==> config.mk <==
export PLATFORM = sky130hd
export DESIGN_NAME = rx_char_queue
export DESIGN_NICKNAME = d
export VERILOG_FILES = /design/src/rtl/rcq_pkg.sv /design/src/rtl/rcq_store.sv /design/src/rtl/rcq_timer.sv /design/src/rtl/rcq_ready.sv /design/src/rtl/rx_char_queue.sv
export SDC_FILE = /design/constraint.sdc
export NUM_CORES = 1
export LEC_CHECK = 0
export CORE_UTILIZATION = 60
export CTS_BUF_LIST = sky130_fd_sc_hd__clkbuf_16
export DETAILED_ROUTE_END_ITERATION = 8
export PLACE_DENSITY_LB_ADDON = 0.2
export SYNTH_ARGS = -nofsm -noshare
export SYNTH_HDL_FRONTEND = slang
export SYNTH_SLANG_ARGS = --single-unit
==> constraint.sdc <==
create_clock -name clk -period 4.2 [get_ports clk]
set_clock_uncertainty 0.15 [all_clocks]
set_input_delay 0.84 -clock clk [delete_from_list [all_inputs] [get_ports clk]]
set_output_delay 0.84 -clock clk [all_outputs]
set_load 0.005 [all_outputs]
==> src/rtl/rcq_pkg.sv <==
package rcq_pkg;

  typedef struct packed {
    logic       brk;
    logic       ferr;
    logic       perr;
    logic [7:0] data;
  } rcq_entry_t;

  // threshold for each select code
  function automatic int unsigned trig_level(input logic [1:0] sel);
    case (sel)
      2'b00:   return 1;
      2'b01:   return 4;
      2'b10:   return 8;
      default: return 14;
    endcase
  endfunction

  // keep 5..8 low bits of a character
  function automatic logic [7:0] len_mask(input logic [1:0] len);
    return 8'hFF >> (2'd3 - len);
  endfunction

endpackage

==> src/rtl/rcq_store.sv <==
module rcq_store
  import rcq_pkg::*;
#(
  parameter int DEPTH = 16,
  localparam int AW = (DEPTH > 1) ? $clog2(DEPTH) : 1,
  localparam int CW = $clog2(DEPTH + 1)
) (
  input  logic          clk,
  input  logic          rst_n,
  input  logic          cap_one,
  input  logic          flush,
  input  logic          wr_valid,
  input  rcq_entry_t    wr_entry,
  input  logic          rd_ready,
  output logic          rd_valid,
  output rcq_entry_t    rd_entry,
  output logic [CW-1:0] count,
  output logic          push,
  output logic          pop,
  output logic          ovr_q
);

  rcq_entry_t    mem [DEPTH];
  logic [AW-1:0] wp, rp;
  logic          full;

  function automatic logic [AW-1:0] bump(input logic [AW-1:0] p);
    return (p == AW'(DEPTH - 1)) ? '0 : p + 1'b1;
  endfunction

  assign full     = cap_one ? (count != '0) : (count == CW'(DEPTH));
  assign rd_valid = (count != '0);
  assign rd_entry = mem[rp];
  assign pop      = rd_valid && rd_ready && !flush;
  assign push     = wr_valid && !flush && (!full || pop);

  always_ff @(posedge clk) begin
    if (push) mem[wp] <= wr_entry;
  end

  always_ff @(posedge clk or negedge rst_n) begin
    if (!rst_n) begin
      wp    <= '0;
      rp    <= '0;
      count <= '0;
      ovr_q <= 1'b0;
    end else if (flush) begin
      wp    <= '0;
      rp    <= '0;
      count <= '0;
      ovr_q <= 1'b0;
    end else begin
      if (push) wp <= bump(wp);
      if (pop)  rp <= bump(rp);
      case ({push, pop})
        2'b10:   count <= count + 1'b1;
        2'b01:   count <= count - 1'b1;
        default: count <= count;
      endcase
      ovr_q <= wr_valid && full && !pop;
    end
  end


  no_overflow_chk: assert property (@(posedge clk) disable iff (!rst_n)
    count <= CW'(DEPTH));


  ovr_keeps_chk: assert property (@(posedge clk) disable iff (!rst_n)
    (wr_valid && full && !rd_ready && !flush) |=> (count == $past(count)));


  flush_empty_chk: assert property (@(posedge clk) disable iff (!rst_n)
    flush |=> (count == '0));

endmodule

==> src/rtl/rcq_timer.sv <==
module rcq_timer #(
  parameter int LIMIT = 768,
  localparam int TW = $clog2(LIMIT + 1)
) (
  input  logic clk,
  input  logic rst_n,
  input  logic tick,
  input  logic restart,
  input  logic active,
  output logic expired
);

  logic [TW-1:0] cnt;

  always_ff @(posedge clk or negedge rst_n) begin
    if (!rst_n)
      cnt <= '0;
    else if (restart || !active)
      cnt <= '0;
    else if (tick && (cnt != TW'(LIMIT)))
      cnt <= cnt + 1'b1;
  end

  assign expired = active && (cnt == TW'(LIMIT));


  restart_clears_chk: assert property (@(posedge clk) disable iff (!rst_n)
    restart |=> !expired);

endmodule

==> src/rtl/rcq_ready.sv <==
module rcq_ready
  import rcq_pkg::*;
#(
  parameter int DEPTH = 16,
  localparam int CW = $clog2(DEPTH + 1)
) (
  input  logic          clk,
  input  logic          rst_n,
  input  logic [CW-1:0] count,
  input  logic          fifo_en,
  input  logic [1:0]    trig_sel,
  input  logic          mode,
  input  logic          expired,
  output logic          avail,
  output logic          rdy_n
);

  logic [CW-1:0] lvl;
  logic          lat_q;
  logic          empty;

  always_comb begin
    int unsigned t;
    t   = trig_level(trig_sel);
    lvl = (t > DEPTH) ? CW'(DEPTH) : CW'(t);
  end

  assign empty = (count == '0);
  assign avail = fifo_en ? (count >= lvl) : !empty;

  always_ff @(posedge clk or negedge rst_n) begin
    if (!rst_n)              lat_q <= 1'b0;
    else if (empty)          lat_q <= 1'b0;
    else if (avail||expired) lat_q <= 1'b1;
  end

  assign rdy_n = mode ? (empty || !(lat_q || avail || expired)) : empty;


  mode1_hold_chk: assert property (@(posedge clk) disable iff (!rst_n)
    (mode && !rdy_n) ##1 (mode && !empty) |-> !rdy_n);

endmodule

==> src/rtl/rx_char_queue.sv <==
module rx_char_queue
  import rcq_pkg::*;
#(
  parameter int DEPTH         = 16,
  parameter int CHAR_BITS     = 12,
  parameter int CHAR_TIMES    = 4,
  parameter int TICKS_PER_BIT = 16
) (
  input  logic       clk,
  input  logic       rst_n,
  input  logic       tick16,
  input  logic       cfg_fifo_en,
  input  logic [1:0] cfg_trig,
  input  logic       cfg_rdy_mode,
  input  logic [1:0] cfg_len,
  input  logic       rx_flush,
  input  logic       in_valid,
  input  logic [7:0] in_data,
  input  logic       in_perr,
  input  logic       in_ferr,
  input  logic       in_brk,
  input  logic       out_ready,
  output logic       out_valid,
  output logic [7:0] out_data,
  output logic       out_perr,
  output logic       out_ferr,
  output logic       out_brk,
  output logic       data_ready,
  output logic       ovr_pulse,
  output logic       data_avail,
  output logic       char_timeout,
  output logic       rxrdy_n
);

  localparam int TO_LIMIT = CHAR_BITS * CHAR_TIMES * TICKS_PER_BIT;
  localparam int CW       = $clog2(DEPTH + 1);

  rcq_entry_t    wr_e, rd_e;
  logic [CW-1:0] count;
  logic          push, pop, en_q, flush_all, expired;

  always_ff @(posedge clk or negedge rst_n) begin
    if (!rst_n) en_q <= 1'b0;
    else        en_q <= cfg_fifo_en;
  end

  assign flush_all = rx_flush || (en_q != cfg_fifo_en);

  always_comb begin
    wr_e.brk  = in_brk;
    wr_e.ferr = in_ferr;
    wr_e.perr = in_perr;
    wr_e.data = in_data & len_mask(cfg_len);
  end

  rcq_store #(.DEPTH(DEPTH)) u_store (
    .clk      (clk),
    .rst_n    (rst_n),
    .cap_one  (!cfg_fifo_en),
    .flush    (flush_all),
    .wr_valid (in_valid),
    .wr_entry (wr_e),
    .rd_ready (out_ready),
    .rd_valid (out_valid),
    .rd_entry (rd_e),
    .count    (count),
    .push     (push),
    .pop      (pop),
    .ovr_q    (ovr_pulse)
  );

  rcq_timer #(.LIMIT(TO_LIMIT)) u_timer (
    .clk     (clk),
    .rst_n   (rst_n),
    .tick    (tick16),
    .restart (push || pop || flush_all),
    .active  (cfg_fifo_en && (count != '0)),
    .expired (expired)
  );

  rcq_ready #(.DEPTH(DEPTH)) u_ready (
    .clk      (clk),
    .rst_n    (rst_n),
    .count    (count),
    .fifo_en  (cfg_fifo_en),
    .trig_sel (cfg_trig),
    .mode     (cfg_rdy_mode),
    .expired  (expired),
    .avail    (data_avail),
    .rdy_n    (rxrdy_n)
  );

  assign out_data     = rd_e.data;
  assign out_perr     = rd_e.perr;
  assign out_ferr     = rd_e.ferr;
  assign out_brk      = rd_e.brk;
  assign data_ready   = out_valid;
  assign char_timeout = expired;


  timeout_needs_data_chk: assert property (@(posedge clk) disable iff (!rst_n)
    char_timeout |-> out_valid);


  mode0_ready_chk: assert property (@(posedge clk) disable iff (!rst_n)
    (!cfg_rdy_mode && out_valid) |-> !rxrdy_n);


  len_upper_zero_chk: assert property (@(posedge clk) disable iff (!rst_n)
    (push && cfg_len == 2'b00) |=> ((count > 1) || out_data[7:5] == 3'b000));

endmodule

==> flow_summary_export.csv, run 1 <==
group,metric,value,unit
floorplanning,die_x,121,um
synthesis,synthTopCellsByArea,"edfxtp_1, dfrtp_1, mux4_2, mux2i_1, ha_1",
power,p_leak,0.00344,uW
worst_hold_path,min_to,"u_ready.lat_q",
sta,tightest_slew,0.977,ns
clocking,clk_pin_slew,0.06,ns
placement,dp_hpwl,11300,um
setup_path,r2r_setup_slack,0.72,ns
global_route,grt_pass1_vias,4981,
global_route,grt_pass1_wl,27600,um
power,ir_worst_vdd,425,uV
synthesis,synth.distinct_cells,45,
floorplanning,start_util,0.614,
cells_and_area,final_util,0.718,
floorplanning,die_height,121,um
sta,min_period,4.06,ns
worst_hold_path,worstHoldPathCells,2,
routing,drtIter0Drc,421,
sta,post-route-period-util,0.967,
global_route,track_usage,0.257,
clocking,clk_path_buf_depth,3,
worst_hold_path,holdCritPathClass,"flip-flop to flip-flop",
run,drv_cap,0,
synthesis,ys_warn_count,0,
synthesis,synth_cells,528,
clocking,post-cts-setup-buffer-count,0,
power,power.density,406,nW/um^2
sta,setup_viol,0,
floorplanning,design.die.area,14700,sq um
floorplanning,row_count,43,
clocking,cts_buffers,20,
synthesis,syn-cell-area,8530,sq um
synthesis,yosysTopAreaCellShare,0.620,
routing,post-route-drc-count,0,
sta,hold_viol_final,0,
synthesis,synthFlopType,"edfxtp_1",
synthesis,async_reset_ff_frac,0.129,
cells_and_area,nNetsFinal,636,
clocking,clockRootBuffer,"clkbuf_16",
setup_path,regToRegEndpoint,"u_store.count[4]",
setup_path,r2r_start,"u_store.count[1]",
setup_path,r2r_cells,9,
setup_path,setup.worst_path.start_class,"input pin",
setup_path,required,3.21,ns
routing,totalWireLength,18000,um
sta,tns,0,ns
setup_path,crit_fanout,2,
global_route,grt-ovfl-total,0,
global_route,grt_max_degree,37,
power,power,4040,uW
clocking,clk_latency,0.48,ns
routing,drtPass1Iterations,7,
cells_and_area,fillers,877,
global_route,grt_antenna_before_repair,0,
setup_path,end_kind,"output pin",
sta,slew_violations,0,
worst_hold_path,min_from,"u_ready.lat_q",
clocking,tritoncts,"built",
placement,io_buffers,39,
clocking,cts.sinks,202,
placement,place.gp.congestion,0.777,
cells_and_area,layout.cells.non_filler,791,
synthesis,synth.avg_cell_area,16.2,sq um
routing,vias,4873,
cells_and_area,diodes,0,
placement,dp_cells,756,
synthesis,ys_ff_latch,202,
routing,antenna_left,0,
synthesis,synth_most_common_cell,"edfxtp_1",
sta,max_slew_margin,0.349,
clocking,hold_buffers,0,
synthesis,ys_top_cells_by_count,"edfxtp_1, mux2i_1, dfrtp_1, nand2_1, nor2_1",
routing,wl_per_cell,22.8,um
synthesis,seq_area_frac_synth,0.696,
setup_path,arrival,3.07,ns
synthesis,synth_edf_count,176,
routing,via_per_inst,6.16,
clocking,ctsHtreeMaxLevel,1,
sta,rsz0062_at_grt,"no",
cells_and_area,syn_to_final_growth,16.8,%
clocking,cts_resized,5,
cells_and_area,drive_gt1_frac,0.173,
setup_path,criticalPathCategory,"input pin to output pin",
floorplanning,ios,40,
floorplanning,core,13900,sq um
synthesis,synth_nets,566,
synthesis,synth_area_leader_cell,"edfxtp_1",
run_status,status,"complete, no violations",
sta,max_freq,0.246,GHz
[state kept, by name, summed over array words and instances, names as in the netlist]
signal / flops
u_store.mem: 176
u_store.ovr_q: 1
u_store.count: 5
en_q: 1
u_store.rp: 4
u_store.wp: 4
u_ready.lat_q: 1
u_timer.cnt: 10
[area by class of cell]
| class | count | area (sq um) | share of cell area |
|---|---|---|---|
| Multi-Input combinational cell | 287 | 2470 | 0.248 |
| Inverter | 12 | 45.0 | 0.00452 |
| Tap cell | 180 | 225 | 0.0226 |
| Clock inverter | 14 | 82.6 | 0.00829 |
| Clock buffer | 21 | 526 | 0.0527 |
| Timing Repair Buffer | 75 | 671 | 0.0673 |
| Sequential cell | 202 | 5940 | 0.596 |
[worst max path at each step]
| stage | from | endpoint | depth (start not counted) |
|---|---|---|---|
| 3_5_place_dp | cfg_trig[0] | rxrdy_n | 10 |
| 6_report | cfg_trig[0] | data_avail | 11 |
| 4_1_cts | cfg_trig[0] | data_avail | 11 |
| 5_1_grt | cfg_trig[1] | data_avail | 11 |
| 2_1_floorplan | cfg_trig[1] | rxrdy_n | 7 |
| 3_3_place_gp | cfg_trig[1] | rxrdy_n | 10 |
[worst max-delay path, stage by stage]
cell	delay, ns
clkdlybuf4s50_1	0.48
nor2_1	0.06
ha_1	0.27
nand2b_1	0.14
a21o_1	0.17
a21o_1	0.20
a2111oi_4	0.31
buf_4	0.17
buf_4	0.10
a21oi_1	0.03
dlygate4sd2_1	0.29
[kinds of logic after synthesis]
| logic type | Yosys count | share of synthesized area |
|---|---|---|
| buf+inv | 39 | 0.0195 |
| mux | 73 | 0.123 |
| simple gates | 102 | 0.0604 |
| xor+xnor | 15 | 0.0154 |
| compound gates | 82 | 0.0632 |
| fa+ha+maj | 15 | 0.0229 |
| flops | 202 | 0.696 |
[where the power goes]
part	leakage [uW]	switching (uW)	total, uW	internal (uW)
Clock	0.000319	692	1650	958
Sequential	0.00194	7.50	2200	2190
Combinational	0.00119	102	193	91.0
Total	0.00344	802	4040	3240
[cell usage in the layout (no fill, tap or decap), drive strengths merged, types with 3 or more instances in the layout]
cell type      instances
edfxtp               176
mux2i                 40
clkdlybuf4s50         37
buf                   36
nand2                 26
nor2                  26
dfrtp                 26
o21ai                 25
mux4                  22
clkbuf                21
a21oi                 20
inv                   17
ha                    14
a221oi                11
mux2                  11
a22oi                 11
xor2                  10
and3                  10
nand3                  9
clkinv                 8
nor3                   6
a21o                   5
xnor2                  5
and4                   4
nor4b                  4
nand4                  4
and2                   3
[layer usage]
| layer | routed length, um | vias to the layer above | share of wire | global-route usage |
|---|---|---|---|---|
| met5 | 0 | - | 0 | 0 |
| met4 | 608 | 0 | 0.034 | 0.103 |
| met3 | 929 | 40 | 0.052 | 0.0315 |
| met2 | 8760 | 170 | 0.49 | 0.413 |
| met1 | 7720 | 2453 | 0.43 | 0.362 |
| li1 | - | 2210 | - | - |
[through the flow]
stage / hold WS [ns] / setup WS (ns) / area [sq um]
5_1_grt: 0.425 / 0.0637 / 9960
2_1_floorplan: 0.337 / 0.760 / 8530
3_3_place_gp: 0.382 / -0.332 / 9340
6_report: 0.378 / 0.139 / 9960
3_5_place_dp: 0.369 / -0.381 / 9340
4_1_cts: 0.387 / 0.127 / 9960
Power figures use the tool's default switching activity.
==> run 2: changes to the inputs <==
Settings changed: SLEW_MARGIN set to 25.
Clock period 4.2 ns to 3.8 ns, I/O delays scaled along.
==> run 2 against run 1 <==
Register-to-register slack worse by 0.47 ns. First-iteration DRC count grew 33%. Cell area grew 0.64%. Largest cell class unchanged.
==> flow_summary_export.csv, run 2 (synthesis gave the netlist of run 1 again) <==
group,metric,value,unit
global_route,track_usage,0.255,
cells_and_area,diodes,0,
cells_and_area,syn_to_final_growth,17.6,%
setup_path,crit_fanout,13,
clocking,clk_latency,0.48,ns
sta,hold_viol_final,0,
setup_path,regToRegEndpoint,"u_store.count[4]",
cells_and_area,layout.cells.non_filler,799,
cells_and_area,top_register,"u_store.mem",
global_route,grt_pass1_vias,4918,
clocking,cts_buffers,20,
power,ir_worst_vdd,409,uV
worst_hold_path,worstHoldPathCells,2,
routing,drtPass1Iterations,5,
setup_path,criticalPathCategory,"flip-flop to output pin",
cells_and_area,layout_commonest_cell,"edfxtp_1",
routing,antenna_left,0,
routing,post-route-drc-count,0,
routing,vias,4917,
floorplanning,start_util,0.614,
clocking,cts.sinks,202,
sta,worst_slack,0.135,ns
floorplanning,ios,40,
sta,tightest_slew,0.915,ns
power,p_leak,0.00349,uW
routing,wl_per_cell,22.4,um
floorplanning,core,13900,sq um
clocking,clk_path_buf_depth,3,
worst_hold_path,min_to,"u_timer.cnt[9]",
sta,post-route-period-util,0.964,
placement,place_ws,-0.559,ns
setup_path,setup.worst_path.start_class,"flip-flop",
global_route,grt_max_degree,25,
sta,setup_viol,0,
sta,min_period,3.66,ns
cells_and_area,final_cell_mix,"edfxtp_1, buf_4, mux2i_1",
sta,max_slew_margin,0.390,
run,drv_cap,0,
setup_path,r2r_start,"u_store.count[1]",
placement,io_buffers,39,
sta,slew_violations,0,
floorplanning,die_x,121,um
cells_and_area,largest_register_ffs,176,
floorplanning,design.die.area,14700,sq um
cells_and_area,reg_top3,"u_store.mem (176), u_timer.cnt (10), u_store.count (5)",
run_status,status,"complete, no violations",
routing,drtIter0Drc,558,
sta,rsz0062_at_grt,"no",
cells_and_area,drive_gt1_frac,0.179,
setup_path,r2r_setup_slack,0.25,ns
power,power.density,438,nW/um^2
clocking,clockRootBuffer,"clkbuf_16",
clocking,ctsHtreeMaxLevel,1,
clocking,clk_pin_slew,0.06,ns
floorplanning,row_count,43,
placement,dp_cells,762,
worst_hold_path,holdCritPathClass,"flip-flop to flip-flop",
setup_path,r2r_cells,10,
setup_path,arrival,2.75,ns
cells_and_area,nNetsFinal,643,
routing,via_per_inst,6.15,
global_route,grt-ovfl-total,0,
setup_path,end_kind,"output pin",
placement,dp_hpwl,11100,um
power,power,4390,uW
placement,place.gp.congestion,0.792,
sta,max_freq,0.273,GHz
global_route,grt_antenna_before_repair,0,
global_route,grt_pass1_wl,27500,um
clocking,tritoncts,"built",
setup_path,required,2.89,ns
routing,totalWireLength,17900,um
worst_hold_path,min_from,"u_timer.cnt[9]",
floorplanning,die_height,121,um
run 2: final cells by class:
class | count | area [sq um]
Timing Repair Buffer | 82 | 757
Clock inverter | 15 | 60.1
Sequential cell | 202 | 5940
Fill cell | 874 | 3850
Inverter | 12 | 45.0
Tap cell | 180 | 225
Multi-Input combinational cell | 287 | 2470
Clock buffer | 21 | 526
run 2: how the worst max path moves through the flow:
stage / from / end / slack, ns / cells past startpoint
after global placement: cfg_trig[1] / rxrdy_n / -0.56 / 10
after floorplan: u_store.count[1] / u_store.mem[0][0] / 0.43 / 5
after CTS: u_store.rp[0] / out_data[3] / 0.004 / 7
after global routing: u_store.rp[0] / out_data[3] / 0.004 / 7
after detailed placement: cfg_trig[1] / rxrdy_n / -0.56 / 10
final: u_store.rp[0] / out_data[3] / 0.14 / 7
run 2: timing repair:
action,in CTS,in global routing
setup buffers,0,1
endpoints found under the setup margin,2,8
pin swaps,2,0
hold buffers,0,0
gates resized for setup,10,0
run 2: stage by stage:
stage,hold WS (ns),TNS [ns],util,area [sq um]
global placement,0.383,-1.05,0.678,9410
global route,0.411,0,0.722,10000
CTS,0.395,0,0.721,10000
detailed placement,0.377,-1.04,0.678,9410
finish,0.393,0,0.722,10000
floorplan,0.314,0,-,8530
run 2: worst max-delay path, stage by stage, from the launching register on:
cell and delay [ns]:
dfrtp_4 0.61, buf_4 0.30, mux2_2 0.35, o21ai_0 0.17, a21oi_1 0.10, o21ai_0 0.16, nand2_1 0.11, clkdlybuf4s50_1 0.46
run 2: report_power, final:
group	internal [uW]	switching, uW	total, uW	leakage (uW)
Combinational	103	112	215	0.00123
Sequential	2420	8.29	2430	0.00194
Clock	990	755	1750	0.000322
Total	3520	876	4390	0.00349
run 2: routing by layer:
| metal | part of all wire | wire length, um | track usage | vias to the layer above |
|---|---|---|---|---|
| met3 | 0.057 | 1030 | 0.0315 | 37 |
| met5 | 0 | 0 | 0 | - |
| li1 | - | - | - | 2231 |
| met4 | 0.024 | 422 | 0.0787 | 0 |
| met2 | 0.49 | 8820 | 0.416 | 172 |
| met1 | 0.43 | 7590 | 0.362 | 2477 |
